## src/rtl/lirq_pkg.sv

```systemverilog
package lirq_pkg;
  localparam int NCPU   = 4;
  localparam int CPU_W  = $clog2(NCPU);
  localparam int NSRC   = 5;
  localparam int SRC_W  = 3;
  localparam int NCAP   = 4;
  localparam int NPIN   = 6;
  localparam int PIN_W  = 3;
  localparam int DW     = 32;
  localparam int AW     = 5;
  localparam int MAP_EN_BIT = 7;

  localparam logic [3:0] OFF_CTL   = 4'h0;
  localparam logic [3:0] OFF_PEND  = 4'h1;
  localparam logic [3:0] OFF_MASK  = 4'h2;
  localparam logic [3:0] OFF_CLR   = 4'h3;
  localparam logic [3:0] OFF_SET   = 4'h4;
  localparam logic [3:0] OFF_OTHER = 4'h5;
  localparam logic [3:0] OFF_MAP0  = 4'h8;

  typedef struct packed {
    logic              maskSet;
    logic              maskClr;
    logic              mapWr;
    logic              ctlWr;
    logic              otherRd;
    logic [CPU_W-1:0]  tgt;
    logic [SRC_W-1:0]  srcSel;
    logic [3:0]        off;
  } strobe_t;

  // software interrupts share one capability bit
  function automatic int capIdx(input int s);
    return (s < NCAP - 1) ? s : NCAP - 1;
  endfunction
endpackage

```

## src/rtl/lirq_ctrl.sv

```systemverilog
module lirq_ctrl
  import lirq_pkg::*;
(
  input  logic                  clk,
  input  logic                  rst,
  input  logic                  wrEn,
  input  logic [AW-1:0]         addr,
  input  logic [DW-1:0]         wrData,
  input  logic [CPU_W-1:0]      reqCpu,
  output strobe_t               strb,
  output logic [DW-1:0]         otherVal
);
  logic             winOther;
  logic [3:0]       off;
  logic [CPU_W-1:0] otherQ [NCPU];
  logic [CPU_W-1:0] tgt;
  logic             unusedCtl;

  assign winOther  = addr[AW-1];
  assign off       = addr[3:0];
  assign unusedCtl = ^wrData[DW-1:CPU_W];

  for (genvar c = 0; c < NCPU; c++) begin : g_other
    always_ff @(posedge clk) begin
      if (rst) begin
        otherQ[c] <= '0;
      end else if (wrEn && !winOther && off == OFF_OTHER && reqCpu == CPU_W'(c)) begin
        otherQ[c] <= wrData[CPU_W-1:0];
      end
    end
  end

  assign tgt      = winOther ? otherQ[reqCpu] : reqCpu;
  assign otherVal = DW'(otherQ[reqCpu]);

  always_comb begin
    strb         = '0;
    strb.tgt     = tgt;
    strb.off     = off;
    strb.srcSel  = off[SRC_W-1:0];
    strb.maskSet = wrEn && off == OFF_SET;
    strb.maskClr = wrEn && off == OFF_CLR;
    strb.ctlWr   = wrEn && off == OFF_CTL;
    strb.mapWr   = wrEn && off[3] && (off[SRC_W-1:0] < SRC_W'(NSRC));
    strb.otherRd = !winOther && off == OFF_OTHER;
  end
endmodule

```

## src/rtl/lirq_regs.sv

```systemverilog
module lirq_regs
  import lirq_pkg::*;
#(
  parameter int DEF_PIN = 0
) (
  input  logic                  clk,
  input  logic                  rst,
  input  strobe_t               strb,
  input  logic [DW-1:0]         wrData,
  input  logic [DW-1:0]         otherVal,
  input  logic [NCPU*NSRC-1:0]  srcPend,
  input  logic [NCAP-1:0]       routeCap,
  output logic [DW-1:0]         rdData,
  output logic [NCPU*NPIN-1:0]  irqPin,
  output logic [NCPU*NSRC-1:0]  maskAll
);
  logic [NCPU*DW-1:0] rdFlat;
  logic               unusedData;

  assign unusedData = ^{wrData[DW-1:MAP_EN_BIT+1], wrData[MAP_EN_BIT-1:NSRC]};

  for (genvar c = 0; c < NCPU; c++) begin : g_cpu
    logic [NSRC-1:0]  maskQ;
    logic [NSRC-1:0]  enQ;
    logic [PIN_W-1:0] pinQ [NSRC];
    logic             extQ;
    logic [NSRC-1:0]  route;
    logic [NSRC-1:0]  pend;
    logic [NSRC-1:0]  act;
    logic             hit;
    logic [DW-1:0]    rdC;

    assign pend = srcPend[c*NSRC +: NSRC];
    assign hit  = (strb.tgt == CPU_W'(c));
    assign act  = pend & maskQ;

    for (genvar s = 0; s < NSRC; s++) begin : g_route
      assign route[s] = extQ | routeCap[capIdx(s)];
    end

    always_ff @(posedge clk) begin
      if (rst) begin
        maskQ <= '0;
        extQ  <= 1'b0;
      end else if (hit) begin
        if (strb.maskSet) maskQ <= maskQ | wrData[NSRC-1:0];
        else if (strb.maskClr) maskQ <= maskQ & ~wrData[NSRC-1:0];
        if (strb.ctlWr) extQ <= wrData[0];
      end
    end

    always_ff @(posedge clk) begin
      for (int s = 0; s < NSRC; s++) begin
        if (rst) begin
          enQ[s]  <= 1'b0;
          pinQ[s] <= '0;
        end else if (hit && strb.mapWr && strb.srcSel == SRC_W'(s) && route[s]) begin
          enQ[s]  <= wrData[MAP_EN_BIT];
          pinQ[s] <= wrData[PIN_W-1:0];
        end
      end
    end

    for (genvar p = 0; p < NPIN; p++) begin : g_pin
      logic [NSRC-1:0] toPin;
      for (genvar s = 0; s < NSRC; s++) begin : g_dst
        assign toPin[s] = route[s] ? (enQ[s] && pinQ[s] == PIN_W'(p)) : (DEF_PIN == p);
      end
      assign irqPin[c*NPIN + p] = |(act & toPin);
    end

    always_comb begin
      rdC = '0;
      case (strb.off)
        OFF_CTL:  rdC[NCAP:0]   = {routeCap, extQ};
        OFF_PEND: rdC[NSRC-1:0] = pend;
        OFF_MASK: rdC[NSRC-1:0] = maskQ;
        default: begin
          for (int s = 0; s < NSRC; s++) begin
            if (strb.off == OFF_MAP0 + 4'(s)) begin
              rdC[MAP_EN_BIT]  = enQ[s];
              rdC[PIN_W-1:0]   = pinQ[s];
            end
          end
        end
      endcase
    end

    assign rdFlat[c*DW +: DW]     = rdC;
    assign maskAll[c*NSRC +: NSRC] = maskQ;
  end

  always_comb begin
    rdData = '0;
    if (strb.otherRd) begin
      rdData = otherVal;
    end else begin
      for (int c = 0; c < NCPU; c++) begin
        if (strb.tgt == CPU_W'(c)) rdData = rdFlat[c*DW +: DW];
      end
    end
  end
endmodule

```

## src/rtl/lirq_unit.sv

```systemverilog
module lirq_unit
  import lirq_pkg::*;
#(
  parameter int DEF_PIN = 0
) (
  input  logic                  clk,
  input  logic                  rst,
  input  logic                  wrEn,
  input  logic [AW-1:0]         addr,
  input  logic [DW-1:0]         wrData,
  input  logic [CPU_W-1:0]      reqCpu,
  output logic [DW-1:0]         rdData,
  input  logic [NCPU*NSRC-1:0]  srcPend,
  input  logic [NCAP-1:0]       routeCap,
  output logic [NCPU*NPIN-1:0]  irqPin
);
  strobe_t                strb;
  logic [DW-1:0]          otherVal;
  logic [NCPU*NSRC-1:0]   maskAll;

  lirq_ctrl u_ctrl (
    .clk(clk), .rst(rst), .wrEn(wrEn), .addr(addr), .wrData(wrData),
    .reqCpu(reqCpu), .strb(strb), .otherVal(otherVal)
  );

  lirq_regs #(.DEF_PIN(DEF_PIN)) u_regs (
    .clk(clk), .rst(rst), .strb(strb), .wrData(wrData), .otherVal(otherVal),
    .srcPend(srcPend), .routeCap(routeCap), .rdData(rdData),
    .irqPin(irqPin), .maskAll(maskAll)
  );
endmodule

```

## config.mk

```make
export PLATFORM = sky130hd
export DESIGN_NAME = lirq_unit
export DESIGN_NICKNAME = d
export VERILOG_FILES = /design/src/rtl/lirq_pkg.sv /design/src/rtl/lirq_ctrl.sv /design/src/rtl/lirq_regs.sv /design/src/rtl/lirq_unit.sv
export SDC_FILE = /design/constraint.sdc
export NUM_CORES = 1
export LEC_CHECK = 0
export ABC_AREA = 1
export BUFFER_PORTS_ARGS = -buffer_cell sky130_fd_sc_hd__buf_4
export CELL_PAD_IN_SITES_DETAIL_PLACEMENT = 0
export CELL_PAD_IN_SITES_GLOBAL_PLACEMENT = 2
export CORE_ASPECT_RATIO = 1.1
export CORE_MARGIN = 2
export CORE_UTILIZATION = 25
export DETAILED_ROUTE_END_ITERATION = 7
export PLACE_DENSITY_LB_ADDON = 0.1
export SYNTH_ARGS = -nofsm -noshare
export SYNTH_HDL_FRONTEND = slang
export SYNTH_SLANG_ARGS = --single-unit
```

## constraint.sdc

```tcl
create_clock -name clk -period 4.4 [get_ports clk]
set_input_delay 0.44 -clock clk [delete_from_list [all_inputs] [get_ports clk]]
set_output_delay 0.44 -clock clk [all_outputs]
set_load 0.02 [all_outputs]
```

==> out/results.txt, run 1 <==
Dpl hpwl - 26100 um
Synth Cell Area - 7990 um^2
Max Clk Rate - 307 MHz
Resized cells post-CTS - 0
IO buf count - 69
CTS clk-pin slew, worst paths - 0.09 ns
Routability cong. - 0.823
Placed Cells - 1643
XOR/XNOR share of the synthesized area - 0
Crit path top cell by count - nand2_1
# DRC - 0
Worst endpoint required time - 3.96 ns
IO Count - 122
Final hold slack - 0.338 ns
Biggest area consumer among synthesized cells - edfxtp_1
All-Layer GR Usage - 0.206
Startpoint Class - primary input
Synth async-reset ratio - 0
Power per cell area - 257 nW/um^2
WP depth - 14
Initial core utilization - 0.255
DIE WIDTH - 174 um
Crit-path max FO - 13
Synth Warn # - 0
Post-Layout Cell Count - 1659
Largest family of logic cells by synthesized area - simple AND/OR/NAND/NOR gates
Top-count cell post-synth - nand2_1
Vias - 8242
Top cells by count, synth - nand2_1 (268), nor2_1 (202), inv_1 (120)
Max_slew headroom - 0.235
# hold bufs at CTS - 0
Vias in the first global route - 7923
Routed len/inst - 20.5 um
Setup Crit Path Kind - in2out
GRT overflow - 0
Status - finished clean
Area delta synth->final - 14.1%
Tightest Pin Transition - 1.14 ns
CP delay by family, top - simple AND/OR/NAND/NOR gates
Final wirelength - 34000 um
Iter 0 DRT Violations - 513
Largest net degree at the start of global routing - 85
Lkg Pwr - 3.68 nW
Sequential share of the synthesized area - 0.366
Clock Tree Root - clkbuf_16
CTS H-tree depth - 3
Drt pass-1 iters - 5
Final Hold Fails - 0
Peak VDD IR - 0.203 mV
Nets - 1300
Hold depth - 3
DRT antenna net count - 0
Post-synth EDFFs - 68
Seq cells post-synth - 112
Cts bufs inserted - 9
Synth Flop Type - edfxtp_1
Mean Syn Cell Area - 6.76 um^2
Slowest CP cell - inv_1
Post-Synth Adder-Cell Area - 0
Worst Hold Class - in2reg
Max Buffers Root-to-Sink - 2
Post-synth top area share - 0.256
Synth cell types - 44
WP data arrival - 2.81 ns
Maximum capacitance violations - 0
Clock sinks - 112
Vias/cell - 4.97
Antenna Cells - 0
Clk_skew - 0.0126 ns
CP max stage delay - 0.50 ns
Mux share of post-synthesis cell area - 0
Final Cycle Share - 0.740
Synth Area in Simple Gates - 0.426
# rows - 68
Die Area - 33400 um^2
First-pass GRT wire length - 50900 um
CP bufs+invs - 4
Die Y - 192 um
Postcts setup bufs - 0
Initial antenna violation count - 0
Final slew viol count - 0
Skew-Pair Late Insertion Delay - 0.37 ns
CTS tree - done
Worst path cell trace - buf_4 -> inv_2 -> nand2_2 -> nor2_4 -> nand2_2 -> inv_1 -> nand2_1 -> nand2_1 -> nand2_1 -> nand2_1 -> nand2_1 -> nor2_1 -> nor2_1 -> buf_4
Unrepaired setup endpoints after global routing - false
Share of post-route cells with drive strength above 1 - 0.115
Synth Area in Compound Gates - 0.102
Setup Viol. Count Final - 0
Critical Path Sink Type - primary output
Setup TNS - 0 ns
Period minus WS final - 3.25 ns
Synth Instances - 1182
Area contributors post-synth - edfxtp_1 (26%), nand2_1 (13%), dfxtp_1 (11%)
Worst R2R Path Depth - 9
CORE AREA - 31400 um^2
## worst reg2reg max path, stage by stage, from the launching register on
cell and delay [ns]:
edfxtp_1 0.37, nand2_1 0.08, nand2_1 0.07, nand2_1 0.07
nand2_2 0.09, o21ai_4 0.20, nand2_1 0.23, nor2_4 0.32
nand3_1 0.17, nand2_1 0.17
## worst paths after layout
kind	start	end	slack (ns)
min	wrData[7]	u_regs.g_cpu[1].enQ[4]$_SDFFE_PP0P_	0.34
min reg2reg	u_regs.g_cpu[2].enQ[2]$_SDFFE_PP0P_	u_regs.g_cpu[2].enQ[2]$_SDFFE_PP0P_	0.48
max reg2reg	u_ctrl.otherQ[1][1]$_SDFFCE_PN0P_	u_regs.g_cpu[0].pinQ[1][1]$_SDFFCE_PN0P_	2.36
max	addr[1]	rdData[0]	1.15
## per-stage QoR
step / area, um^2 / power, W / utilization / worst slack [ns]
final: 9110 / 0.00234 / 0.290 / 1.15
after global routing: 9110 / 0.00244 / 0.290 / 1.01
after CTS: 9110 / 0.00238 / 0.290 / 1.15
after detailed placement: 8840 / 0.00155 / 0.282 / 1.16
after global placement: 8840 / 0.00155 / 0.282 / 1.18
after floorplan: 8080 / 0.00140 / - / 2.15
## power breakdown
group	leakage [nW]	internal, W	switching, W	total, W
registers	1.06	0.00113	0.0000221	0.00115
logic	2.49	0.0000876	0.000279	0.000367
clock network	0.133	0.000389	0.000435	0.000824
total	3.68	0.00161	0.000737	0.00234
## cell families (layout without fill, tap and decap cells)
group                  after synthesis  in the layout
flip-flops                         112            112
buffers and inverters              190            222
other                                1             26
AND/OR/NAND/NOR                    743            743
AO/OA/AOI/OAI                      136            136
## cell type report
class                           count  area (um^2)
Clock inverter                      6         43.8
Fill cell                        3577        22300
Multi-Input combinational cell    905         4320
Tap cell                          420          526
Clock buffer                       10          229
Timing Repair Buffer               75          576
Inverter                          131          497
Sequential cell                   112         2920
## cell usage in the layout (no fill, tap or decap), types with 5 or more instances in the layout
cell type / netlist / layout
o21ai_0: 38 / 38
a21oi_1: 26 / 26
nand3_1: 92 / 92
inv_2: 9 / 12
clkbuf_16: 0 / 9
nand2_1: 268 / 268
nor3_1: 48 / 48
nand4_1: 89 / 89
nor2_1: 202 / 201
dfxtp_1: 44 / 44
nor2_4: 9 / 9
o22ai_1: 24 / 24
o21ai_1: 23 / 23
conb_1: 1 / 26
edfxtp_1: 68 / 68
buf_4: 29 / 74
nand2_2: 11 / 11
or2_2: 5 / 5
inv_1: 120 / 117
## layer usage
metal	share of wire	vias up	global-route usage
met3	0.029	33	0.0211
met1	0.45	3960	0.265
li1	-	4060	-
met2	0.50	189	0.367
met4	0.020	0	0.0569
met5	0	-	0
(Power assumes the default switching activity.)
==> inputs of run 2 (changes only) <==
Settings changed: ABC_AREA 1 to 0.
Clock period 4.4 ns to 3.2 ns, I/O delays scaled along.
==> out/results.txt, run 2 <==
Setup TNS - 0 ns
Worst R2R Path Depth - 8
Routability cong. - 0.852
Seq cells post-synth - 112
WP data arrival - 2.76 ns
Clock sinks - 112
# DRC - 0
Post-Layout Inst Area - 9450 um^2
Setup Crit Path Kind - reg2out
Die Area - 34000 um^2
Cell-internal power - 0.00234 W
Top cells by count, synth - nor2_1 (117), nand2_1 (81), edfxtp_1 (68)
Post-synth EDFFs - 68
Sequential share of the synthesized area - 0.359
Initial antenna violation count - 1
Part of the power in combinational logic - 0.174
Startpoint Class - flip-flop
Final slew viol count - 0
Place WS - 0.328 ns
Skew-Pair Late Insertion Delay - 0.37 ns
CTS H-tree depth - 3
DRT antenna net count - 0
Setup ws final - 0.122 ns
Post-Route Utilization - 0.294
CTS clk-pin slew, worst paths - 0.08 ns
Lkg Pwr - 3.38 nW
Synth cell types - 75
Drt pass-1 iters - 6
Dpl hpwl - 26700 um
Area delta synth->final - 16.2%
Critical Path Sink Type - primary output
Initial core utilization - 0.253
Share of post-route cells with drive strength above 1 - 0.168
Unrepaired setup endpoints after global routing - false
Maximum capacitance violations - 0
DIE WIDTH - 176 um
Synth Flop Type - edfxtp_1
Top-count cell post-synth - nor2_1
Vias/cell - 5.39
Routed len/inst - 24.3 um
Final Cycle Share - 0.962
Area after DPL - 9160 um^2
Worst reg-to-reg setup slack - 0.64 ns
Clk_skew - 0.0138 ns
Tightest Pin Transition - 0.786 ns
Max Buffers Root-to-Sink - 2
Mean Syn Cell Area - 8.30 um^2
FF+latch area - 2920 um^2
Biggest area consumer among synthesized cells - edfxtp_1
First-pass GRT wire length - 53200 um
Largest net degree at the start of global routing - 62
Die Y - 193 um
Synth Instances - 980
Status - finished clean
Hold depth - 3
Clock Tree Root - clkbuf_16
Synth async-reset ratio - 0
Area contributors post-synth - edfxtp_1 (25%), dfxtp_1 (11%), nor2_1 (5.4%)
IO buf count - 69
Setup Viol. Count Final - 0
Critical R2R Launch - u_ctrl.otherQ[3][0]$_SDFFCE_PN0P_
Vias in the first global route - 8002
Cts bufs inserted - 9
All-Layer GR Usage - 0.211
Power per cell area - 356 nW/um^2
Crit-path max FO - 10
Worst endpoint required time - 2.88 ns
# fillers - 3573
Max_slew headroom - 0.476
Reg power frac - 0.473
Post-synth top area share - 0.251
Nets - 1103
Worst r2r dst - u_regs.g_cpu[0].pinQ[0][0]$_SDFFCE_PN0P_
Synth Warn # - 0
GRT overflow - 0
Max Clk Rate - 325 MHz
Antenna Cells - 0
Synth Cell Area - 8140 um^2
# rows - 69
Worst Hold Class - in2reg
Final Hold Fails - 0
Commonest non-fill, non-tap cell in the layout - nor2_1
Multi-input gate area - 4720 um^2
CORE AREA - 32200 um^2
Final wirelength - 35700 um
Psw - 0.00102 W
Iter 0 DRT Violations - 629
Sw frac - 0.303
Pwr Total - 0.00336 W
IO Count - 122
CTS tree - done
Hold_sp - wrData[3]
Period minus WS final - 3.08 ns
Clk pwr share - 0.353
Vias - 7908
Peak VDD IR - 0.180 mV
Most frequent cells in the layout - nor2_1 (117), buf_4 (113), nand2_1 (81)
==> run 2: metrics by stage <==
step / std cells / hold slack [ns]
2_1_floorplan: 1005 / 0.446
3_3_place_gp: 1452 / 0.464
3_5_place_dp: 1452 / 0.464
4_1_cts: 1468 / 0.266
5_1_grt: 1468 / 0.283
6_report: 1468 / 0.274
==> run 2: kinds of logic after synthesis <==
| family | Yosys count | share of synthesized area |
|---|---|---|
| multiplexers | 63 | 0.0926 |
| flip-flops | 112 | 0.359 |
| AO/OA/AOI/OAI | 234 | 0.198 |
| AND/OR/NAND/NOR | 446 | 0.277 |
| buffers and inverters | 124 | 0.0729 |
| other | 1 | 0.000461 |
==> run 2: metal layers <==
layer  track usage  share of wire
met5             0              0
met3        0.0261          0.034
met2         0.352           0.48
met1         0.288           0.47
met4        0.0502          0.017
==> run 2: power groups by stage <==
stage,sequential [W],combinational (W),clock [W]
after floorplan,0.00161,0.000338,0
after global placement,0.00162,0.000583,0
after detailed placement,0.00162,0.000580,0
after CTS,0.00159,0.000582,0.00122
after global routing,0.00160,0.000620,0.00128
final,0.00159,0.000584,0.00119
==> run 2: final cells by class <==
type	count	area share
multi-input combinational	769	0.500
timing repair buffer	114	0.0918
inverter	31	0.0123
clock inverter	5	0.00609
tap	426	0.0564
clock buffer	11	0.0246
sequential	112	0.309
==> run 2: worst max-delay path, stage by stage (launching register included) <==
cell and delay, ns:
edfxtp_1 0.39, mux2i_1 0.27, nand2_1 0.17, a21oi_4 0.42, mux2_2 0.40, a221oi_1 0.30
nor4_1 0.11, buf_4 0.18, buf_4 0.15
==> run 2: timing repair <==
| action | in CTS | in global routing |
|---|---|---|
| buffers inserted | 0 | 0 |
| hold buffers | 0 | 0 |
| resized for setup | 0 | 1 |
| setup endpoints to repair | 0 | 1 |
==> run 2: how the worst max path moves through the flow <==
| stage | start | to | slack [ns] | cells after the start |
|---|---|---|---|---|
| final | u_ctrl.otherQ[3][0]$_SDFFCE_PN0P_ | rdData[2] | 0.12 | 8 |
| after global routing | u_ctrl.otherQ[3][0]$_SDFFCE_PN0P_ | rdData[2] | 0.02 | 8 |
| after CTS | u_ctrl.otherQ[1][0]$_SDFFCE_PN0P_ | rdData[2] | 0.17 | 8 |
| after detailed placement | addr[1] | rdData[2] | 0.33 | 9 |
| after global placement | addr[1] | rdData[2] | 0.32 | 9 |
| after floorplan | addr[4] | rdData[2] | 0.57 | 7 |
==> inputs of run 3 (changes only) <==
Settings changed: CTS_BUF_LIST set to sky130_fd_sc_hd__clkbuf_4.
==> out/results.txt, run 3 (same netlist as run 2, synthesis figures left out) <==
# rows - 69
# hold bufs at CTS - 0
FF+latch area - 2920 um^2
Setup ws final - 0.0892 ns
Period minus WS final - 3.11 ns
Crit-path max FO - 9
Largest net degree at the start of global routing - 62
Share of post-route cells with drive strength above 1 - 0.177
Max Clk Rate - 321 MHz
Worst setup path start - u_ctrl.otherQ[1][1]$_SDFFCE_PN0P_
Multi-input gate area - 4750 um^2
Peak VDD IR - 0.121 mV
Most frequent cells in the layout - nor2_1 (117), buf_4 (114), nand2_1 (80)
CP delay by family, top - simple AND/OR/NAND/NOR gates
First-pass GRT wire length - 53100 um
Iter 0 DRT Violations - 710
WP data arrival - 2.79 ns
Clk_skew - 0.0242 ns
CORE AREA - 32200 um^2
Die Y - 193 um
Routability cong. - 0.852
Post-Route Utilization - 0.291
All-Layer GR Usage - 0.210
DRT antenna net count - 0
Setup Viol. Count Final - 0
Vias/cell - 5.36
Status - finished clean
Startpoint Class - flip-flop
Commonest non-fill, non-tap cell in the layout - nor2_1
Max_slew headroom - 0.465
Final wirelength - 35700 um
Final hold slack - 0.0958 ns
Skew-Pair Late Insertion Delay - 0.54 ns
IO buf count - 69
Post-Layout Cell Count - 1472
# fillers - 3586
# DRC - 0
Worst endpoint required time - 2.88 ns
Initial antenna violation count - 2
Vias - 7889
Area delta synth->final - 15.0%
Final slew viol count - 0
Nets - 1105
Final Cycle Share - 0.972
Routed len/inst - 24.3 um
CP bufs+invs - 1
CTS H-tree depth - 3
Drt pass-1 iters - 5
IO Count - 122
Critical Path Sink Type - primary output
GRT overflow - 0
Final Hold Fails - 0
Clock Tree Root - clkbuf_4
Setup Crit Path Kind - reg2out
Maximum capacitance violations - 0
Lkg Pwr - 3.33 nW
Slowest CP cell - edfxtp_1
Worst Hold Class - in2reg
Max Buffers Root-to-Sink - 2
Tightest Pin Transition - 0.802 ns
Cts bufs inserted - 9
Die Area - 34000 um^2
Dpl hpwl - 26700 um
Vias in the first global route - 8012
Power per cell area - 318 nW/um^2
Initial core utilization - 0.253
DIE WIDTH - 176 um
CP max stage delay - 0.46 ns
Placed Cells - 1452
Pwr Total - 0.00297 W
Worst path cell trace - mux2_2 -> and4b_1 -> or3_4 -> o211ai_1 -> o21ai_0 -> o22ai_1 -> buf_4
Place WS - 0.328 ns
Hold_sp - wrData[3]
Clock sinks - 112
CTS clk-pin slew, worst paths - 0.19 ns
CTS tree - done
Critical R2R Launch - u_ctrl.otherQ[3][1]$_SDFFCE_PN0P_
[run 3: cell count changes in the layout (fill, tap and decap cells not counted), sizes merged]
cell   delta
buf       +2
diode     +2
[run 3: where the power goes]
part / switching, W / leakage, nW / internal (W)
Sequential: 0.0000405 / 1.08 / 0.00155
Clock: 0.000528 / 0.0812 / 0.000258
Combinational: 0.000403 / 2.18 / 0.000190
Total: 0.000972 / 3.33 / 0.00200
[run 3: path summary, 6_finish.rpt]
check / depth (start not counted) / to / slack [ns]
max: 7 / rdData[3] / 0.09
min: 3 / flip-flop / 0.1
max reg2reg: 5 / u_regs.g_cpu[1].pinQ[1][2]$_SDFFCE_PN0P_ / 0.75
min reg2reg: 2 / flip-flop / 0.49
[run 3: layout make-up]
cell class | instances | area share
Multi-Input combinational cell | 769 | 0.507
Sequential cell | 112 | 0.312
Timing Repair Buffer | 116 | 0.0957
Tap cell | 426 | 0.0569
Inverter | 31 | 0.0124
Clock buffer | 11 | 0.00882
Clock inverter | 5 | 0.00615
Antenna cell | 2 | 0.000535
[run 3: through the flow]
stage	area (um^2)	TNS, ns
floorplan	8230	0
global placement	9160	0
detailed placement	9160	0
CTS	9310	0
global route	9360	-0.00594
finish	9360	0
[run 3: repair_timing]
item	CTS	global route
setup endpoints to repair	3	4
resized for setup	4	3
setup buffers	0	2
pin swaps	1	1
[run 3: worst register-to-register path: cells and delay by family (launching register included)]
family / cells / cell delay, ns
flops: 1 / 0.45
mux: 1 / 0.52
compound gates: 1 / 0.14
simple gates: 3 / 1.05
[run 3: per-layer routing]
metal / GRT usage / vias up / part of all wire
li1: - / 3747 / -
met1: 0.287 / 3897 / 0.46
met2: 0.352 / 217 / 0.48
met3: 0.0285 / 28 / 0.042
met4: 0.0471 / 0 / 0.015
met5: 0 / - / 0
